--- config.mk ---
export PLATFORM = sky130hd
export DESIGN_NAME = sdgap_dma
export DESIGN_NICKNAME = d
export VERILOG_FILES = /design/src/rtl/sdgap_pkg.sv /design/src/rtl/sdgap_addr_gen.sv /design/src/rtl/sdgap_blk_ctr.sv /design/src/rtl/sdgap_fsm.sv /design/src/rtl/sdgap_dma.sv
export SDC_FILE = /design/constraint.sdc
export NUM_CORES = 1
export LEC_CHECK = 0
export BUFFER_PORTS_ARGS = -buffer_cell sky130_fd_sc_hd__buf_4
export CORE_UTILIZATION = 34
export DETAILED_ROUTE_END_ITERATION = 8
export HOLD_SLACK_MARGIN = 0.03
export SYNTH_ARGS = -nofsm -noshare
export SYNTH_HDL_FRONTEND = slang
export SYNTH_SLANG_ARGS = --single-unit
--- constraint.sdc ---
create_clock -name clk -period 2.5 [get_ports clk]
set_input_delay 0.625 -clock clk [delete_from_list [all_inputs] [get_ports clk]]
set_output_delay 0.625 -clock clk [all_outputs]
set_load 0.05 [all_outputs]
--- src/rtl/sdgap_pkg.sv ---
package sdgap_pkg;
    typedef enum logic [2:0] {
        ST_IDLE,
        ST_MOVE,
        ST_GAP_MARK,
        ST_GAP_HOLD,
        ST_FINISH,
        ST_ABORT
    } sdgap_state_e;
endpackage

--- src/rtl/sdgap_addr_gen.sv ---
module sdgap_addr_gen #(
    parameter int AW         = 32,
    parameter int WORD_BYTES = 4
) (
    input  logic          clk,
    input  logic          rst_n,
    input  logic          load,
    input  logic [AW-1:0] base,
    input  logic          beat,
    output logic [AW-1:0] addr
);
    localparam logic [AW-1:0] STEP = AW'(WORD_BYTES);

    always_ff @(posedge clk or negedge rst_n) begin
        if (!rst_n) begin
            addr <= '0;
        end else if (load) begin
            addr <= base;
        end else if (beat) begin
            addr <= addr + STEP;
        end
    end
endmodule

--- src/rtl/sdgap_blk_ctr.sv ---
module sdgap_blk_ctr #(
    parameter int BW = 10,
    parameter int CW = 16
) (
    input  logic          clk,
    input  logic          rst_n,
    input  logic          load,
    input  logic [BW-1:0] blk_words,
    input  logic [CW-1:0] blk_count,
    input  logic          beat,
    output logic          block_end,
    output logic          last_block
);
    logic [BW-1:0] size_q;
    logic [BW-1:0] wleft_q;
    logic [CW-1:0] bleft_q;

    assign block_end  = beat && (wleft_q == BW'(1));
    assign last_block = (bleft_q == CW'(1));

    always_ff @(posedge clk or negedge rst_n) begin
        if (!rst_n) begin
            size_q  <= '0;
            wleft_q <= '0;
            bleft_q <= '0;
        end else if (load) begin
            size_q  <= blk_words;
            wleft_q <= blk_words;
            bleft_q <= blk_count;
        end else if (block_end) begin
            wleft_q <= size_q;
            bleft_q <= bleft_q - CW'(1);
        end else if (beat) begin
            wleft_q <= wleft_q - BW'(1);
        end
    end
endmodule

--- src/rtl/sdgap_fsm.sv ---
module sdgap_fsm
    import sdgap_pkg::*;
(
    input  logic clk,
    input  logic rst_n,
    input  logic start,
    input  logic cfg_ok,
    input  logic block_end,
    input  logic last_block,
    input  logic stop_gap,
    input  logic release_req,
    input  logic abort_in,
    output logic load,
    output logic refused,
    output logic move,
    output logic busy,
    output logic xfer_done,
    output logic gap_event,
    output logic abort_event
);
    sdgap_state_e state, nxt;

    always_ff @(posedge clk or negedge rst_n) begin
        if (!rst_n) begin
            state <= ST_IDLE;
        end else begin
            state <= nxt;
        end
    end

    always_comb begin
        nxt = state;
        unique case (state)
            ST_IDLE: begin
                if (start && cfg_ok) nxt = ST_MOVE;
            end
            ST_MOVE: begin
                if (abort_in)                     nxt = ST_ABORT;
                else if (block_end && last_block) nxt = ST_FINISH;
                else if (block_end && stop_gap)   nxt = ST_GAP_MARK;
            end
            ST_GAP_MARK, ST_GAP_HOLD: begin
                if (abort_in)         nxt = ST_ABORT;
                else if (release_req) nxt = ST_MOVE;
                else                  nxt = ST_GAP_HOLD;
            end
            ST_FINISH: nxt = ST_IDLE;
            ST_ABORT:  nxt = ST_IDLE;
            default:   nxt = ST_IDLE;
        endcase
    end

    always_comb begin
        load        = (state == ST_IDLE) && start && cfg_ok;
        refused     = (state == ST_IDLE) && start && !cfg_ok;
        move        = (state == ST_MOVE);
        busy        = (state != ST_IDLE);
        xfer_done   = (state == ST_FINISH);
        gap_event   = (state == ST_GAP_MARK);
        abort_event = (state == ST_ABORT);
    end
endmodule

--- src/rtl/sdgap_dma.sv ---
module sdgap_dma #(
    parameter int AW = 32,
    parameter int DW = 32,
    parameter int BW = 10,
    parameter int CW = 16
) (
    input  logic          clk,
    input  logic          rst_n,
    input  logic          start,
    input  logic [AW-1:0] cfg_addr,
    input  logic [BW-1:0] cfg_blk_words,
    input  logic [CW-1:0] cfg_blk_count,
    input  logic          cfg_dir,
    input  logic          cfg_infinite,
    input  logic          stop_gap,
    input  logic          continue_req,
    input  logic          resume_cmd,
    input  logic          bus_err,
    input  logic          dat_reset,
    output logic          mem_req,
    output logic          mem_we,
    output logic [AW-1:0] mem_addr,
    output logic [DW-1:0] mem_wdata,
    input  logic          mem_ready,
    input  logic [DW-1:0] mem_rdata,
    input  logic          dp_in_valid,
    input  logic [DW-1:0] dp_in_data,
    output logic          dp_in_ready,
    output logic          dp_out_valid,
    output logic [DW-1:0] dp_out_data,
    input  logic          dp_out_ready,
    output logic          busy,
    output logic          xfer_done,
    output logic          gap_event,
    output logic          abort_event,
    output logic          start_refused
);
    localparam int WORD_BYTES = DW / 8;

    logic cfg_ok, load, move, beat, block_end, last_block, abort_in, dir_q;

    assign cfg_ok   = !cfg_infinite && (cfg_blk_words != '0) && (cfg_blk_count != '0);
    assign abort_in = bus_err || dat_reset;

    always_ff @(posedge clk or negedge rst_n) begin
        if (!rst_n) begin
            dir_q <= 1'b0;
        end else if (load) begin
            dir_q <= cfg_dir;
        end
    end

    assign mem_req      = move && !abort_in && (dir_q ? dp_in_valid : dp_out_ready);
    assign beat         = mem_req && mem_ready;
    assign mem_we       = dir_q;
    assign mem_wdata    = dp_in_data;
    assign dp_in_ready  = beat && dir_q;
    assign dp_out_valid = beat && !dir_q;
    assign dp_out_data  = mem_rdata;

    sdgap_fsm u_fsm (
        .clk         (clk),
        .rst_n       (rst_n),
        .start       (start),
        .cfg_ok      (cfg_ok),
        .block_end   (block_end),
        .last_block  (last_block),
        .stop_gap    (stop_gap),
        .release_req (continue_req || resume_cmd),
        .abort_in    (abort_in),
        .load        (load),
        .refused     (start_refused),
        .move        (move),
        .busy        (busy),
        .xfer_done   (xfer_done),
        .gap_event   (gap_event),
        .abort_event (abort_event)
    );

    sdgap_addr_gen #(.AW(AW), .WORD_BYTES(WORD_BYTES)) u_addr (
        .clk   (clk),
        .rst_n (rst_n),
        .load  (load),
        .base  (cfg_addr),
        .beat  (beat),
        .addr  (mem_addr)
    );

    sdgap_blk_ctr #(.BW(BW), .CW(CW)) u_ctr (
        .clk        (clk),
        .rst_n      (rst_n),
        .load       (load),
        .blk_words  (cfg_blk_words),
        .blk_count  (cfg_blk_count),
        .beat       (beat),
        .block_end  (block_end),
        .last_block (last_block)
    );
endmodule

==> results of run 1 <==
-- critical path, cell delays in order --
cell     delay (ns)
buf_6          0.10
nor4_4         0.24
buf_4          0.15
nand4_1        0.14
and3b_2        0.28
nor2_4         0.09
buf_6          0.16
-- flip-flops by register name, indices dropped and copies added (netlist names) --
| register | flops |
|---|---|
| mem_we | 1 |
| u_addr.addr | 32 |
| u_ctr.bleft_q | 16 |
| u_ctr.size_q | 10 |
| u_ctr.wleft_q | 10 |
| u_fsm.state | 3 |
-- cells in the final DEF (no fill, tap or decap), types with 3 or more instances in the layout --
master / n
xor2_1: 10
o21ai_0: 37
a221o_1: 5
nor4_2: 3
nor4_1: 16
a21o_1: 3
inv_1: 11
nor4_4: 3
a2bb2oi_1: 4
nand2_1: 89
o21a_1: 3
a31oi_1: 8
nor2b_1: 3
or2_2: 4
or4_1: 7
xnor2_1: 4
nor3_1: 14
a21oi_1: 10
clkbuf_16: 9
nand3_1: 27
nand4_1: 16
and3_1: 3
buf_4: 133
buf_12: 7
ha_1: 5
clkbuf_8: 3
or3_1: 14
mux2i_1: 5
nor2_1: 29
o31ai_1: 4
o211ai_1: 16
dfrtp_1: 71
buf_6: 3
-- cell families (layout without fill, tap and decap cells) --
family          count (synthesis)  count (layout)  synth area share
simple gates                  249             249             0.275
compound gates                107             107             0.152
buf+inv                       101             170             0.137
flops                          72              72             0.386
xor+xnor                       14              14            0.0262
fa+ha+maj                       5               5            0.0134
mux                             5               5            0.0107
-- through the flow --
stage	power, mW	setup TNS [ns]
final	6.75	0
after global routing	7.20	-0.0107
after CTS	6.79	0
after detailed placement	5.42	-0.0859
after global placement	5.33	-0.107
after floorplan	4.59	-0.0214
-- final cells by class --
cell class	count	area (sq um)	area share
clock buffers	13	270	0.0461
inverters	11	41.3	0.00705
well taps	176	220	0.0376
clock inverters	3	40.0	0.00684
repair buffers	143	1170	0.200
multi-input cells	380	2310	0.394
flip-flops and latches	72	1800	0.308
-- report_power, final --
part | switching (mW) | total [mW] | internal (mW) | leakage [nW]
logic | 1.96 | 3.10 | 1.14 | 1.51
registers | 0.614 | 2.31 | 1.70 | 0.880
clock network | 0.480 | 1.33 | 0.851 | 0.156
total | 3.06 | 6.75 | 3.69 | 2.55
-- layer usage --
metal  global-route usage  vias to the layer above  share of wire
li1                     -                     2075              -
met1                0.236                     1985           0.46
met2                0.282                      159           0.45
met3               0.0613                       26          0.076
met4               0.0514                        0         0.0080
met5                    0                        -              0
-- path summary, 6_finish.rpt --
kind	from	endpoint	slack (ns)	depth (start not counted)
setup / recovery	cfg_blk_count[7]	start_refused	0.08	7
hold / removal	rst_n	u_addr.addr[23]	0.20	1
setup reg to reg	u_ctr.wleft_q[6]	u_ctr.bleft_q[5]	0.17	6
hold reg to reg	u_ctr.size_q[1]	u_ctr.size_q[1]	0.48	2
max in group asynchronous	rst_n	u_fsm.state[2]	1.71	2
min in group clk	cfg_dir	mem_we	0.47	3
-- timing repair --
| action | CTS | global route |
|---|---|---|
| endpoints found under the setup margin | 1 | 8 |
| resized for setup | 8 | 6 |
| hold buffers | 0 | 0 |
| setup buffers | 0 | 1 |
| pin swaps | 4 | 3 |
==> run_results.csv, run 1 <==
group,metric,value,unit
yosys,ys_types,55,
clock_network,ctsHtreeMaxLevel,3,
global_routing,grt_max_degree,29,
detailed_routing,drc,0,
detailed_routing,first_pass_iters,4,
worst_hold_path,hold_class,"primary input to asynchronous set/reset pin",
yosys,netlist_instances,553,
timing,slew_headroom,0.545,
timing,worst_slack,0.0811,ns
timing,fin_skew,0.00751,ns
detailed_routing,vias,4245,
setup_path,cp.required,1.88,ns
timing,fin_crit_sh,0.968,
placed_design,place_congestion,0.829,
detailed_routing,routedWlPerCell,15.5,um
yosys,syn-cell-area,4670,sq um
finish,antenna_cells,0,
yosys,synthArstFlopShare,1.00,
yosys,ys_top_cells_by_area,"dfrtp_1 (39%), buf_4 (10%), nand2_1 (7.1%)",
yosys,synth_warnings,0,
yosys,yosys.area.top_type_share,0.386,
timing,rsz0062_at_grt,"true",
placed_design,dp_hpwl,9150,um
floorplan,fp.dieH,119,um
setup_path,worstPathArrival,1.79,ns
timing,setup_viol,0,
setup_path,start_kind,"primary input",
yosys,synth-seq-cells,72,
floorplan,rows,42,
detailed_routing,drt_wl_total,12400,um
power,power_density,1150,nW/um^2
floorplan,num_io_pins,240,
global_routing,grt_pass1_wl,20300,um
floorplan,dieArea,14200,sq um
floorplan,die_w,119,um
clock_network,clk_path_buf_depth,2,
yosys,syn_avg_cell_area,8.45,sq um
global_routing,grt_use_total,0.181,
placed_design,pre_cts_ws,-0.0859,ns
finish,layout.cells.non_filler,798,
timing,fmax,413,MHz
timing,maxSlewViolCount,0,
timing,worst_slew_pin_slew,0.682,ns
yosys,yosysMostFrequentCell,"nand2_1",
clock_network,clock_sinks,72,
finish,final_nets,757,
detailed_routing,post_drt_via_cell_ratio,5.32,
timing,hold_violations,0,
setup_path,critical_path_class,"primary input to output port",
setup_path,end_kind,"output port",
yosys,synth_flop_cell,"dfrtp_1",
global_routing,grt_antenna_before_repair,0,
timing,fin_crit,2.42,ns
flow_run,maxCapViolations,0,
yosys,synth_area_leader_cell,"dfrtp_1",
power,vdd_ir_drop_max,0.000512,V
detailed_routing,ant_nets,0,
clock_network,cts-root-buf,"clkbuf_16",
floorplan,initial_core_util,0.350,
clock_network,cts_buffers,9,
global_routing,grt_pass1_vias,4121,
finish,fin_util,0.439,
yosys,synthesis.nets,693,
placed_design,place.port_buffers,111,
run_status,status,"completed",
setup_path,critPathMaxFanout,2,
finish,fillCellCount,1319,
placed_design,dpl_cell_area,5470,sq um
finish,drive_gt1_frac,0.297,
clock_network,clk_latency,0.34,ns
finish,fin_area,5860,sq um
detailed_routing,drt_iter0_markers,253,
placed_design,placedCellCount,781,
floorplan,core,13300,sq um
power,leakage,2.55,nW
global_routing,grt_overflow,0,
yosys,synth_edf_count,0,
yosys,ys_seq_area_frac,0.386,
clock_network,cts_tree,"done",
timing,holdWs,0.200,ns
finish,syn2layout_area_growth,25.3,%
yosys,yosys-top-cells-count,"nand2_1 (89), dfrtp_1 (72), buf_4 (65), o21ai_0 (37), nor2_1 (31)",
clock_network,clk_pin_slew,0.05,ns
No activity file was read; power rests on OpenSTA's default activity.
==> run 2: changes to the inputs <==
--- a/config.mk
+++ b/config.mk
@@ -6,6 +6,8 @@
 export NUM_CORES = 1
 export LEC_CHECK = 0
 export BUFFER_PORTS_ARGS = -buffer_cell sky130_fd_sc_hd__buf_4
+export CAP_MARGIN = 20
+export CORE_ASPECT_RATIO = 1.1
 export CORE_UTILIZATION = 34
 export DETAILED_ROUTE_END_ITERATION = 8
 export HOLD_SLACK_MARGIN = 0.03
==> run 2 against run 1 <==
Clock power about the same; power up 0.26%; die area about the same; design area down 0.17%; count of clock-buffer cells in the layout unchanged; sequential power up 2%; critical path type unchanged; largest cell class unchanged; highest routed layer unchanged.
==> run_results.csv, run 2 (synthesis gave the netlist of run 1 again) <==
group,metric,value,unit
run_status,status,"completed",
timing,hold_violations,0,
finish,antenna_cells,0,
clock_network,cts_buffers,9,
setup_path,critical_path_class,"primary input to output port",
timing,setup_viol,0,
timing,maxSlewViolCount,0,
timing,worst_slew_pin_slew,0.669,ns
detailed_routing,first_pass_iters,5,
timing,fin_crit,2.38,ns
global_routing,grt_use_total,0.190,
setup_path,end_kind,"output port",
setup_path,r2r_start,"u_ctr.wleft_q[1]",
setup_path,cp.required,1.88,ns
setup_path,r2r_setup_slack,0.18,ns
clock_network,cts_tree,"done",
worst_hold_path,hold_class,"primary input to asynchronous set/reset pin",
power,leakage,2.56,nW
timing,fin_crit_sh,0.954,
clock_network,cts-root-buf,"clkbuf_16",
setup_path,r2r_cells,7,
detailed_routing,ant_nets,0,
setup_path,worstPathArrival,1.76,ns
finish,regMostFlops,"u_addr.addr",
setup_path,slowest_stage,"nor4_4",
floorplan,rows,44,
floorplan,core,13300,sq um
detailed_routing,routedWlPerCell,16.6,um
power,power_density,1160,nW/um^2
finish,syn2layout_area_growth,25.1,%
flow_run,maxCapViolations,0,
finish,final_cell_mix,"buf_4 (141), nand2_1 (89), dfrtp_1 (71)",
global_routing,grt_antenna_before_repair,0,
setup_path,crit_start,"cfg_blk_count[9]",
global_routing,grt_max_degree,41,
timing,holdWs,0.259,ns
detailed_routing,drc,0,
timing,fin_skew,0.00575,ns
placed_design,placedCellCount,794,
finish,largest_reg_flops,32,
clock_network,clk_latency,0.34,ns
global_routing,grt_pass1_wl,21700,um
clock_network,clk_path_buf_depth,2,
setup_path,critPathMaxFanout,2,
timing,slew_headroom,0.553,
floorplan,fp.dieH,125,um
timing,rsz0062_at_grt,"false",
setup_path,rr_endpoint,"u_fsm.state[0]",
floorplan,initial_core_util,0.351,
clock_network,clk_pin_slew,0.06,ns
finish,layout.cells.non_filler,811,
finish,fin_util,0.439,
detailed_routing,post_drt_via_cell_ratio,5.45,
placed_design,place_congestion,0.934,
global_routing,grt_pass1_vias,4419,
setup_path,start_kind,"primary input",
clock_network,clock_sinks,72,
finish,reg_top3,"u_addr.addr (32), u_ctr.bleft_q (16)",
setup_path,crit_chain,"buf_4, nor4_4, buf_4, nand4_1, and3b_1, nor2_2, buf_6",
finish,final_nets,762,
setup_path,cpPeakStageDelay,0.29,ns
floorplan,dieArea,14200,sq um
detailed_routing,drt_iter0_markers,273,
clock_network,ctsHtreeMaxLevel,3,
detailed_routing,drt_wl_total,13500,um
detailed_routing,vias,4419,
placed_design,place.port_buffers,111,
finish,drive_gt1_frac,0.297,
finish,layout_commonest_cell,"buf_4",
floorplan,num_io_pins,240,
placed_design,dp_hpwl,9920,um
setup_path,crit_end,"start_refused",
power,vdd_ir_drop_max,0.000454,V
floorplan,die_w,114,um
setup_path,crit_top_cell,"buf_4",
timing,fmax,419,MHz
global_routing,grt_overflow,0,
run 2: metal layers:
layer / share of wire / global-route usage / wire, um / vias up
li1: - / - / - / 2075
met1: 0.43 / 0.237 / 5790 / 2120
met2: 0.49 / 0.322 / 6530 / 197
met3: 0.067 / 0.0431 / 904 / 27
met4: 0.017 / 0.0649 / 235 / 0
met5: 0 / 0 / 0 / -
run 2: final cells by class:
class	instances	area, sq um
Fill cell	1342	7480
Multi-Input combinational cell	380	2290
Sequential cell	72	1800
Timing Repair Buffer	148	1180
Clock buffer	13	260
Tap cell	184	230
Inverter	11	41.3
Clock inverter	3	40.0
run 2: timing repair:
| action | in CTS | in global routing |
|---|---|---|
| setup endpoints to repair | 1 | 10 |
| hold buffers | 0 | 0 |
| resized for setup | 5 | 4 |
| pin swaps | 2 | 3 |
| buffers inserted | 0 | 1 |
run 2: how the worst min path moves through the flow:
| stage | start | slack, ns | to |
|---|---|---|---|
| 2_1_floorplan | rst_n | 0.33 | mem_we |
| 3_3_place_gp | u_ctr.size_q[3] | 0.46 | u_ctr.size_q[3] |
| 3_5_place_dp | u_ctr.size_q[8] | 0.46 | u_ctr.size_q[8] |
| 4_1_cts | rst_n | 0.27 | u_addr.addr[4] |
| 5_1_grt | rst_n | 0.29 | u_addr.addr[4] |
| 6_report | rst_n | 0.26 | u_addr.addr[4] |
run 2: where the power goes:
| part | internal (mW) | switching, mW | leakage (nW) |
|---|---|---|---|
| combinational | 1.13 | 1.97 | 1.53 |
| sequential | 1.70 | 0.648 | 0.880 |
| clock | 0.825 | 0.500 | 0.150 |
| total | 3.65 | 3.12 | 2.56 |
run 2: stage by stage:
step / setup TNS [ns] / total power, mW / setup WS, ns / cell area [sq um]
detailed placement: -5.49 / 5.44 / -0.249 / 5480
global route: 0 / 7.17 / 0.00295 / 5850
finish: 0 / 6.77 / 0.115 / 5850
global placement: -4.07 / 5.34 / -0.231 / 5480
floorplan: -0.0214 / 4.59 / -0.0214 / 4680
CTS: 0 / 6.79 / 0.00610 / 5810
run 2: critical path: cells and delay by family:
| kind | cells | cell delay, ns |
|---|---|---|
| AND/OR/NAND/NOR | 4 | 0.70 |
| buffers and inverters | 3 | 0.44 |
==> run 3: changes to the inputs <==
--- a/config.mk
+++ b/config.mk
@@ -8,7 +8,7 @@
 export BUFFER_PORTS_ARGS = -buffer_cell sky130_fd_sc_hd__buf_4
 export CAP_MARGIN = 20
 export CORE_ASPECT_RATIO = 1.1
-export CORE_UTILIZATION = 34
+export CORE_UTILIZATION = 35
 export DETAILED_ROUTE_END_ITERATION = 8
 export HOLD_SLACK_MARGIN = 0.03
 export SYNTH_ARGS = -nofsm -noshare
==> run 3 against run 2 <==
The flow now finishes with violations (DRC, setup timing); clock skew rose by 0.0015 ns; power fell by 1.3%; wire length fell by 6.1%; core utilization rose by 0.85 points; count of clock-buffer cells in the layout fell by 2; worst setup slack got worse by 0.17 ns; cell count fell by 4.3%; worst hold slack got worse by 0.0087 ns; first-iteration DRC count fell by 11%; clock power barely moved; sequential cell count did not move.
==> run_results.csv, run 3 (synthesis gave the netlist of run 1 again) <==
group,metric,value,unit
run_status,status,"finished, violations left",
run_status,failed_checks,"DRC, setup timing",
global_routing,grt_pass1_wl,20600,um
detailed_routing,first_pass_iters,6,
power,leakage,2.51,nW
timing,slew_headroom,0.539,
timing,setup_viol,1,
detailed_routing,ant_nets,0,
detailed_routing,drt_iter0_markers,243,
floorplan,dieArea,13800,sq um
setup_path,critPathTopFamily,"simple AND/OR/NAND/NOR gates",
setup_path,r2r_start,"u_ctr.wleft_q[1]",
setup_path,start_kind,"primary input",
clock_network,clk_pin_slew,0.06,ns
clock_network,clk_path_buf_depth,2,
setup_path,worstPathArrival,1.93,ns
finish,regArea,1800,sq um
detailed_routing,routedWlPerCell,16.3,um
global_routing,gr-usage-met3,0.0387,
power,fin_total_pwr,6.68,mW
power,power_density,1170,nW/um^2
placed_design,dp_hpwl,9320,um
clock_network,clk_latency,0.33,ns
floorplan,rows,43,
finish,final_nets,754,
timing,fin_setup_tns,-0.0508,ns
floorplan,core,12800,sq um
finish,fillCellCount,1271,
worst_hold_path,hold_class,"primary input to asynchronous set/reset pin",
finish,layout.cells.non_filler,776,
floorplan,fp.dieH,123,um
finish,final_cell_mix,"buf_4 (133), nand2_1 (89), dfrtp_1 (71)",
placed_design,place.port_buffers,111,
global_routing,busiest_layer,"met2",
power,vdd_ir_drop_max,0.000508,V
clock_network,cts-root-buf,"clkbuf_16",
setup_path,critPathMaxFanout,3,
setup_path,cp.required,1.88,ns
clock_network,cts_buffers,9,
timing,fin_crit_sh,1.02,
flow_run,maxCapViolations,0,
timing,worst_slack,-0.0508,ns
global_routing,grt_pass1_vias,4258,
finish,fin_util,0.447,
setup_path,critical_path_class,"primary input to output port",
timing,fin_crit,2.55,ns
clock_network,clock_sinks,72,
timing,hold_violations,0,
placed_design,place_congestion,0.852,
timing,worst_slew_pin_slew,0.690,ns
global_routing,grt_use_met1,0.225,
finish,antenna_cells,0,
finish,regMostFlops,"u_addr.addr",
global_routing,grt_antenna_before_repair,0,
setup_path,crit_chain,"buf_8, nor4_4, buf_4, nand4_1, buf_4, and3b_1, nor2_2, buf_6",
setup_path,cpPeakStageDelay,0.30,ns
finish,largest_reg_flops,32,
timing,rsz0062_at_grt,"true",
global_routing,grt_overflow,0,
floorplan,initial_core_util,0.365,
timing,fin_skew,0.00724,ns
timing,fmax,392,MHz
finish,layout_commonest_cell,"buf_4",
detailed_routing,vias,4336,
detailed_routing,drc,14,
setup_path,slowest_stage,"nor4_4",
clock_network,ctsHtreeMaxLevel,3,
finish,syn2layout_area_growth,22.6,%
finish,multi_input_area,2270,sq um
floorplan,num_io_pins,240,
detailed_routing,drt_wl_total,12600,um
clock_network,cts_tree,"done",
finish,drive_gt1_frac,0.286,
global_routing,met2_usage,0.320,
setup_path,path_buf_inv,4,
setup_path,crit_top_cell,"buf_4",
placed_design,placedCellCount,759,
setup_path,r2r_setup_slack,0.13,ns
timing,maxSlewViolCount,0,
floorplan,die_w,112,um
detailed_routing,post_drt_via_cell_ratio,5.59,
global_routing,grt_use_total,0.188,
global_routing,grt_max_degree,38,
finish,reg_top3,"u_addr.addr (32), u_ctr.bleft_q (16)",
setup_path,crit_start,"cfg_blk_count[7]",
setup_path,end_kind,"output port",
[run 3: cell count changes in the layout (fill, tap and decap cells not counted), sizes merged]
cell / previous run / this run
buf: 148 / 140
clkinv: 2 / 3
clkinvlp: 0 / 1
clkbuf: 13 / 11
[run 3: cell type report]
class / instances / share of cell area
tap: 157 / 0.0343
multi-input combinational: 380 / 0.397
timing repair buffer: 140 / 0.195
clock inverter: 5 / 0.00983
sequential: 72 / 0.315
inverter: 11 / 0.00721
clock buffer: 11 / 0.0424
[run 3: repair_timing]
item / CTS / global route
gates resized for setup: 7 / 1
buffers inserted: 1 / 0
pin swaps: 2 / 2
setup endpoints to repair: 1 / 7
hold endpoints to repair: 0 / 0
gates cloned: 0 / 0
hold buffers: 0 / 0
[run 3: layer usage]
layer,vias up,wire length [um]
li1,2055,-
met1,2071,5410
met2,166,6020
met3,44,821
met4,0,380
met5,-,0
[run 3: path summary, 6_finish.rpt]
path	endpoint	depth (start not counted)
hold / removal	u_addr.addr[8]	1
setup / recovery	start_refused	8
setup reg to reg	u_ctr.wleft_q[5]	7
hold reg to reg	u_ctr.size_q[2]	2
max in group asynchronous	u_ctr.bleft_q[6]	2
min in group clk	u_ctr.size_q[2]	2
[run 3: through the flow]
stage / setup slack, ns / cell area, sq um / hold slack (ns)
after floorplan: -0.0214 / 4680 / 0.329
final: -0.0508 / 5730 / 0.250
after CTS: -0.0635 / 5720 / 0.267
after global routing: -0.0837 / 5730 / 0.290
after detailed placement: -0.333 / 5380 / 0.464
after global placement: -0.375 / 5380 / 0.459
[run 3: worst reg2reg max path, stage by stage (launching register included)]
cell,delay [ns]
dfrtp_1,0.42
inv_1,0.09
ha_1,0.19
or4b_4,0.52
or3_1,0.55
a2bb2oi_1,0.19
o21ai_0,0.17
o21ai_0,0.12
[run 3: report_power, final]
part	internal (mW)	switching, mW	total (mW)
logic	1.10	1.95	3.05
clock network	0.798	0.498	1.30
registers	1.70	0.630	2.33
total	3.60	3.08	6.68
